<file path="config.mk">
export PLATFORM = sky130hd
export DESIGN_NAME = tlb_cache
export DESIGN_NICKNAME = d
export VERILOG_FILES = /design/src/rtl/tlb_pkg.sv /design/src/rtl/tlb_match.sv /design/src/rtl/tlb_victim.sv /design/src/rtl/tlb_cache.sv
export SDC_FILE = /design/constraint.sdc
export NUM_CORES = 2
export LEC_CHECK = 0
export ABC_CLOCK_PERIOD_IN_PS = 7890
export BUFFER_PORTS_ARGS = -buffer_cell sky130_fd_sc_hd__buf_4
export CORE_ASPECT_RATIO = 0.8
export CORE_MARGIN = 2
export CORE_UTILIZATION = 43
export DETAILED_ROUTE_END_ITERATION = 10
export PLACE_DENSITY = 0.63
export SETUP_SLACK_MARGIN = 0.5
export SYNTH_ARGS = -nofsm -noshare
export SYNTH_HDL_FRONTEND = slang
export SYNTH_SLANG_ARGS = --single-unit
</file>
<file path="constraint.sdc">
create_clock -name clk -period 7.89 [get_ports clk]
set_clock_uncertainty 0.15 [all_clocks]
set_input_delay 0.789 -clock clk [delete_from_list [all_inputs] [get_ports clk]]
set_output_delay 0.789 -clock clk [all_outputs]
set_load 0.005 [all_outputs]
</file>
<file path="src/rtl/tlb_pkg.sv">
package tlb_pkg;
  localparam int VA_W  = 48;
  localparam int PG_W  = 12;
  localparam int TAG_W = VA_W - PG_W;

  typedef struct packed {
    logic [TAG_W-1:0] tag;
    logic [TAG_W-1:0] pfn;
    logic             wr;
    logic             usr;
    logic             nx;
    logic             glb;
  } tlb_ent_t;
endpackage

</file>
<file path="src/rtl/tlb_match.sv">
module tlb_match #(
  parameter int N  = 16,
  parameter int TW = 36
) (
  input  logic [N-1:0][TW-1:0] tags,
  input  logic [N-1:0]         vld,
  input  logic [TW-1:0]        key,
  output logic [N-1:0]         hit
);
  for (genvar g = 0; g < N; g++) begin : g_cmp
    assign hit[g] = vld[g] && (tags[g] == key);
  end
endmodule

</file>
<file path="src/rtl/tlb_victim.sv">
module tlb_victim #(
  parameter int N  = 16,
  localparam int IW = (N > 1) ? $clog2(N) : 1
) (
  input  logic [N-1:0]  vld,
  input  logic [N-1:0]  same_tag,
  input  logic [IW-1:0] ptr,
  output logic [IW-1:0] idx,
  output logic          use_ptr
);
  always_comb begin
    idx     = ptr;
    use_ptr = 1'b1;
    if (|same_tag) begin
      use_ptr = 1'b0;
      for (int i = N - 1; i >= 0; i--)
        if (same_tag[i]) idx = IW'(i);
    end else if (!(&vld)) begin
      use_ptr = 1'b0;
      for (int i = N - 1; i >= 0; i--)
        if (!vld[i]) idx = IW'(i);
    end
  end
endmodule

</file>
<file path="src/rtl/tlb_cache.sv">
module tlb_cache
  import tlb_pkg::*;
#(
  parameter int ENTRIES = 16
) (
  input  logic             clk,
  input  logic             rst,
  input  logic             lk_valid,
  input  logic [VA_W-1:0]  lk_va,
  output logic             lk_hit,
  output logic             walk_req,
  output logic [VA_W-1:0]  lk_pa,
  output logic             lk_wr,
  output logic             lk_usr,
  output logic             lk_nx,
  input  logic             fill_en,
  input  logic [VA_W-1:0]  fill_va,
  input  logic [TAG_W-1:0] fill_pfn,
  input  logic             fill_wr,
  input  logic             fill_usr,
  input  logic             fill_nx,
  input  logic             fill_glb,
  input  logic             inv_en,
  input  logic [VA_W-1:0]  inv_va,
  input  logic             root_sw
);
  localparam int IW = (ENTRIES > 1) ? $clog2(ENTRIES) : 1;

  tlb_ent_t                     ent_q [ENTRIES];
  logic [ENTRIES-1:0]           vld_q, vld_n;
  logic [IW-1:0]                ptr_q;
  logic [ENTRIES-1:0][TAG_W-1:0] tag_v;
  logic [ENTRIES-1:0]           glb_v;
  logic [ENTRIES-1:0]           lk_match, fill_match, inv_match;
  logic [IW-1:0]                fidx;
  logic                         fuse_ptr;
  logic [TAG_W-1:0]             lk_tag, fill_tag, inv_tag;
  tlb_ent_t                     sel;

  assign lk_tag   = lk_va[VA_W-1:PG_W];
  assign fill_tag = fill_va[VA_W-1:PG_W];
  assign inv_tag  = inv_va[VA_W-1:PG_W];

  always_comb begin
    for (int i = 0; i < ENTRIES; i++) begin
      tag_v[i] = ent_q[i].tag;
      glb_v[i] = ent_q[i].glb;
    end
  end

  tlb_match #(.N(ENTRIES), .TW(TAG_W)) u_lk_cmp (
    .tags(tag_v), .vld(vld_q), .key(lk_tag), .hit(lk_match));
  tlb_match #(.N(ENTRIES), .TW(TAG_W)) u_fill_cmp (
    .tags(tag_v), .vld(vld_q), .key(fill_tag), .hit(fill_match));
  tlb_match #(.N(ENTRIES), .TW(TAG_W)) u_inv_cmp (
    .tags(tag_v), .vld(vld_q), .key(inv_tag), .hit(inv_match));

  tlb_victim #(.N(ENTRIES)) u_victim (
    .vld(vld_q), .same_tag(fill_match), .ptr(ptr_q),
    .idx(fidx), .use_ptr(fuse_ptr));

  // Lookup read: one-hot select from the entry array
  always_comb begin
    sel = '0;
    for (int i = 0; i < ENTRIES; i++)
      if (lk_match[i]) sel = ent_q[i];
  end

  assign lk_hit   = |lk_match;
  assign walk_req = lk_valid && !lk_hit;
  assign lk_pa    = {sel.pfn, lk_va[PG_W-1:0]};
  assign lk_wr    = sel.wr;
  assign lk_usr   = sel.usr;
  assign lk_nx    = sel.nx;

  // Next valid vector: fill first, then invalidate / flush on the result
  always_comb begin
    vld_n = vld_q;
    if (fill_en) vld_n[fidx] = 1'b1;
    for (int i = 0; i < ENTRIES; i++) begin
      logic slot_filled;
      slot_filled = fill_en && (fidx == IW'(i));
      if (inv_en) begin
        if (slot_filled ? (fill_tag == inv_tag) : inv_match[i])
          vld_n[i] = 1'b0;
      end
      if (root_sw) begin
        if (!(slot_filled ? fill_glb : ent_q[i].glb))
          vld_n[i] = 1'b0;
      end
    end
  end

  always_ff @(posedge clk) begin
    if (rst) begin
      vld_q <= '0;
      ptr_q <= '0;
    end else begin
      vld_q <= vld_n;
      if (fill_en && fuse_ptr)
        ptr_q <= (ptr_q == IW'(ENTRIES - 1)) ? '0 : ptr_q + 1'b1;
    end
  end

  // Entry payload: write-only-on-fill storage, no reset
  always_ff @(posedge clk) begin
    if (fill_en)
      ent_q[fidx] <= '{tag: fill_tag, pfn: fill_pfn, wr: fill_wr,
                       usr: fill_usr, nx: fill_nx, glb: fill_glb};
  end
endmodule

</file>
==> impl_metrics.ini <==
[drt]
routed_len_inst_um = 37.2
route.antenna.remaining_nets = 0
route.detailed.vias_per_inst = 6.52
detail_route.drc_violations = 0
wl_um = 285000
dr.first_iter.drc_count = 8520
dr.pass1.iters = 9
routed-via-count = 50037

[min_path]
min-delay-path-class = in2reg

[layout]
layout_commonest_cell = sky130_fd_sc_hd__edfxtp_1
final_design_area_no_fill_sq_um = 74400
layout-drive-gt1-share_pct = 10.8
final_nets = 5738
most-common-layout-cells = sky130_fd_sc_hd__edfxtp_1, sky130_fd_sc_hd__xnor2_1, sky130_fd_sc_hd__xor2_1, sky130_fd_sc_hd__nand4_1, sky130_fd_sc_hd__buf_4
areaGrowthSynthToFinish_pct = 12.1

[clock_tree]
cts_repair_resize_count = 0
htree_levels = 4
worstSkewPairLatency_ns = 0.81
cts_root_buf = sky130_fd_sc_hd__clkbuf_16
cts-buffers-inserted = 134
tritoncts = built
cts.sinks = 1236
cts.repair_timing.setup_buffer_count = 0
clkTransAtPathRegs_ns = 0.06
ctsLongestPathBuffers = 3
cts_hold_buffers = 0

[timing]
relSlewSlack_pct = 7.15
setup_repair_after_global_routing_missed_its_margin = no
timing.hold.ws_ns = 0.148
timing.final.crit_period_ns = 6.47
fin_tns_setup_ns = 0
max_slew.worst_pin.slew_ns = 1.38
maxClockFrequency_mhz = 154
final_hold_viols = 0
timing.final.max_slew_violations = 0
finalCritPeriodShare_pct = 82.1
finalSetupViolCount = 0

[critical_path]
path_delay_family = simple AND/OR/NAND/NOR gates
critPathLaunchType = primary input
cp_slowest_cell = sky130_fd_sc_hd__or4_2
end_kind = output pin
crit_path_max_fanout = 29
worst-path-buf-inv = 2
critical_path_class = in2out
worst-endpoint-required_ns = 6.95
crit_arrival_ns = 5.54
worst_path_largest_cell_delay_ns = 1.07
cp_cell_sequence = buf_4 -> xnor2_1 -> nand4_1 -> nor4_1 -> nand4_1 -> or4_2 -> nand2_2 -> and4b_1 -> o21ai_0 -> a221oi_1 -> o32ai_1 -> buf_4

[grt]
via_count_of_the_first_global_routing_pass = 46541
groute.usage.overall_pct = 35.3
grt_first_pass_wirelength_um = 384000
antenna_found_initial = 10
overflow = 0
maximum_number_of_pins_on_one_net_before_global_route_repair = 79

[synth]
synth_seq_area_share_pct = 55.6
syn-num-nets = 5622
syn_area_per_cell_sq_um = 12.2
number_of_synthesized_flops_with_an_enable_pin = 1216
post_synth_num_cell_types = 76
netlist_instances = 5431
yosys.area.top_type = sky130_fd_sc_hd__edfxtp_1
postSynth.topFlopCell = sky130_fd_sc_hd__edfxtp_1
yosys_warnings = 0
synth_async_sr_flop_share_pct = 0
postSynthRegisterBits = 1236
synth_top_cell_area_share_pct = 55.0
synthTopCellsByArea = sky130_fd_sc_hd__edfxtp_1, sky130_fd_sc_hd__xnor2_1, sky130_fd_sc_hd__xor2_1
post_synth_instance_area_sq_um = 66400

[status]
run_status = complete, no violations

[floorplanning]
die_area_sq_um = 158000
initial_core_utilization_pct = 43.4
die_h_um = 355
row_count = 128
pin_count = 243
core_area_sq_um = 153000
die_width_um = 443

[placement]
port_buffers = 194
globalplace.congestion = 1.01
cell_area_after_placement_sq_um = 70100
place.detailed.hpwl_um = 168000

[flow_run]
cap_viol_max_count = 0

[pwr]
max_rail_drop_vdd_uv = 188
power_density_nw_per_um2 = 203
power_leakage_nw = 24.1
[metal layers]
layer  vias up  GRT usage, %  share of wire, %
met5         -        0.0299             0.036
met4        10          18.0               6.5
met3      1024          13.2                15
met2      4039          49.2                40
met1     24913          48.0                39
li1      20051             -                 -
[worst register-to-register path: stages (launching register included)]
cell	delay, ns
sky130_fd_sc_hd__edfxtp_1	0.45
sky130_fd_sc_hd__xor2_1	0.20
sky130_fd_sc_hd__nor4b_1	0.62
sky130_fd_sc_hd__nand4_1	0.32
sky130_fd_sc_hd__o41ai_2	0.98
sky130_fd_sc_hd__nor4_1	0.19
sky130_fd_sc_hd__and4b_1	0.26
sky130_fd_sc_hd__a21oi_2	0.74
sky130_fd_sc_hd__nand3_1	0.53
sky130_fd_sc_hd__nor2_4	0.22
sky130_fd_sc_hd__buf_4	0.68
[kinds of logic after synthesis]
group	after synthesis	synth area share, %
compound gates	418	4.25
buf+inv	475	3.23
simple gates	1486	12.7
mux	93	1.41
xor+xnor	1722	22.7
flops	1236	55.6
fa+ha+maj	1	0.0188
[area by class of cell]
class	count	area, sq um
Timing Repair Buffer	328	2680
Clock inverter	79	892
Multi-Input combinational cell	3720	27500
Tap cell	2015	2520
Inverter	127	477
Antenna cell	3	7.51
Fill cell	13593	78400
Sequential cell	1236	36900
Clock buffer	164	3480
[cell usage after synthesis (40+ instances only)]
cell,count
sky130_fd_sc_hd__o31ai_1,40
sky130_fd_sc_hd__xor2_1,750
sky130_fd_sc_hd__clkbuf_1,158
sky130_fd_sc_hd__o22ai_1,43
sky130_fd_sc_hd__buf_2,146
sky130_fd_sc_hd__nand3_1,117
sky130_fd_sc_hd__inv_1,126
sky130_fd_sc_hd__nor4_1,301
sky130_fd_sc_hd__xnor2_1,972
sky130_fd_sc_hd__a21boi_0,42
sky130_fd_sc_hd__nand2b_1,56
sky130_fd_sc_hd__a21oi_1,60
sky130_fd_sc_hd__nor2_1,177
sky130_fd_sc_hd__nand2_1,211
sky130_fd_sc_hd__o21ai_0,83
sky130_fd_sc_hd__nor3_1,77
sky130_fd_sc_hd__mux2i_1,91
sky130_fd_sc_hd__edfxtp_1,1216
sky130_fd_sc_hd__nand4_1,355
[through the flow]
| stage | util [%] | power [mW] | std cells | setup WS, ns |
|---|---|---|---|---|
| after detailed placement | 45.9 | 8.81 | 7426 | 1.45 |
| after floorplan | - | 8.14 | 5431 | 1.12 |
| after global routing | 48.7 | 15.4 | 7670 | 1.26 |
| final | 48.7 | 15.1 | 7672 | 1.42 |
| after global placement | 45.9 | 8.81 | 7426 | 1.54 |
| after CTS | 48.7 | 15.1 | 7669 | 1.54 |
[power breakdown]
part	leakage (nW)	internal (mW)	switching [mW]
registers	11.1	7.26	0.0404
logic	10.8	0.389	1.08
clock network	2.07	3.50	2.84
[flip-flops by register name, indices dropped and copies added (netlist names)]
| register | cells |
|---|---|
| ent_q | 1216 |
| ptr_q | 4 |
| vld_q | 16 |
[final timing paths]
path	endpoint	slack [ns]	start	cells after the start
worst max-delay path	lk_pa[40]	1.42	lk_va[35]	12
worst min-delay path	ent_q[1][17]$_DFFE_PP_	0.15	fill_pfn[13]	1
worst max register to register	ent_q[8][8]$_DFFE_PP_	2.05	ent_q[0][43]$_DFFE_PP_	10
worst min register to register	ptr_q[3]$_SDFFE_PP0P_	0.38	ptr_q[3]$_SDFFE_PP0P_	2
No activity file was read; power rests on OpenSTA's default activity.
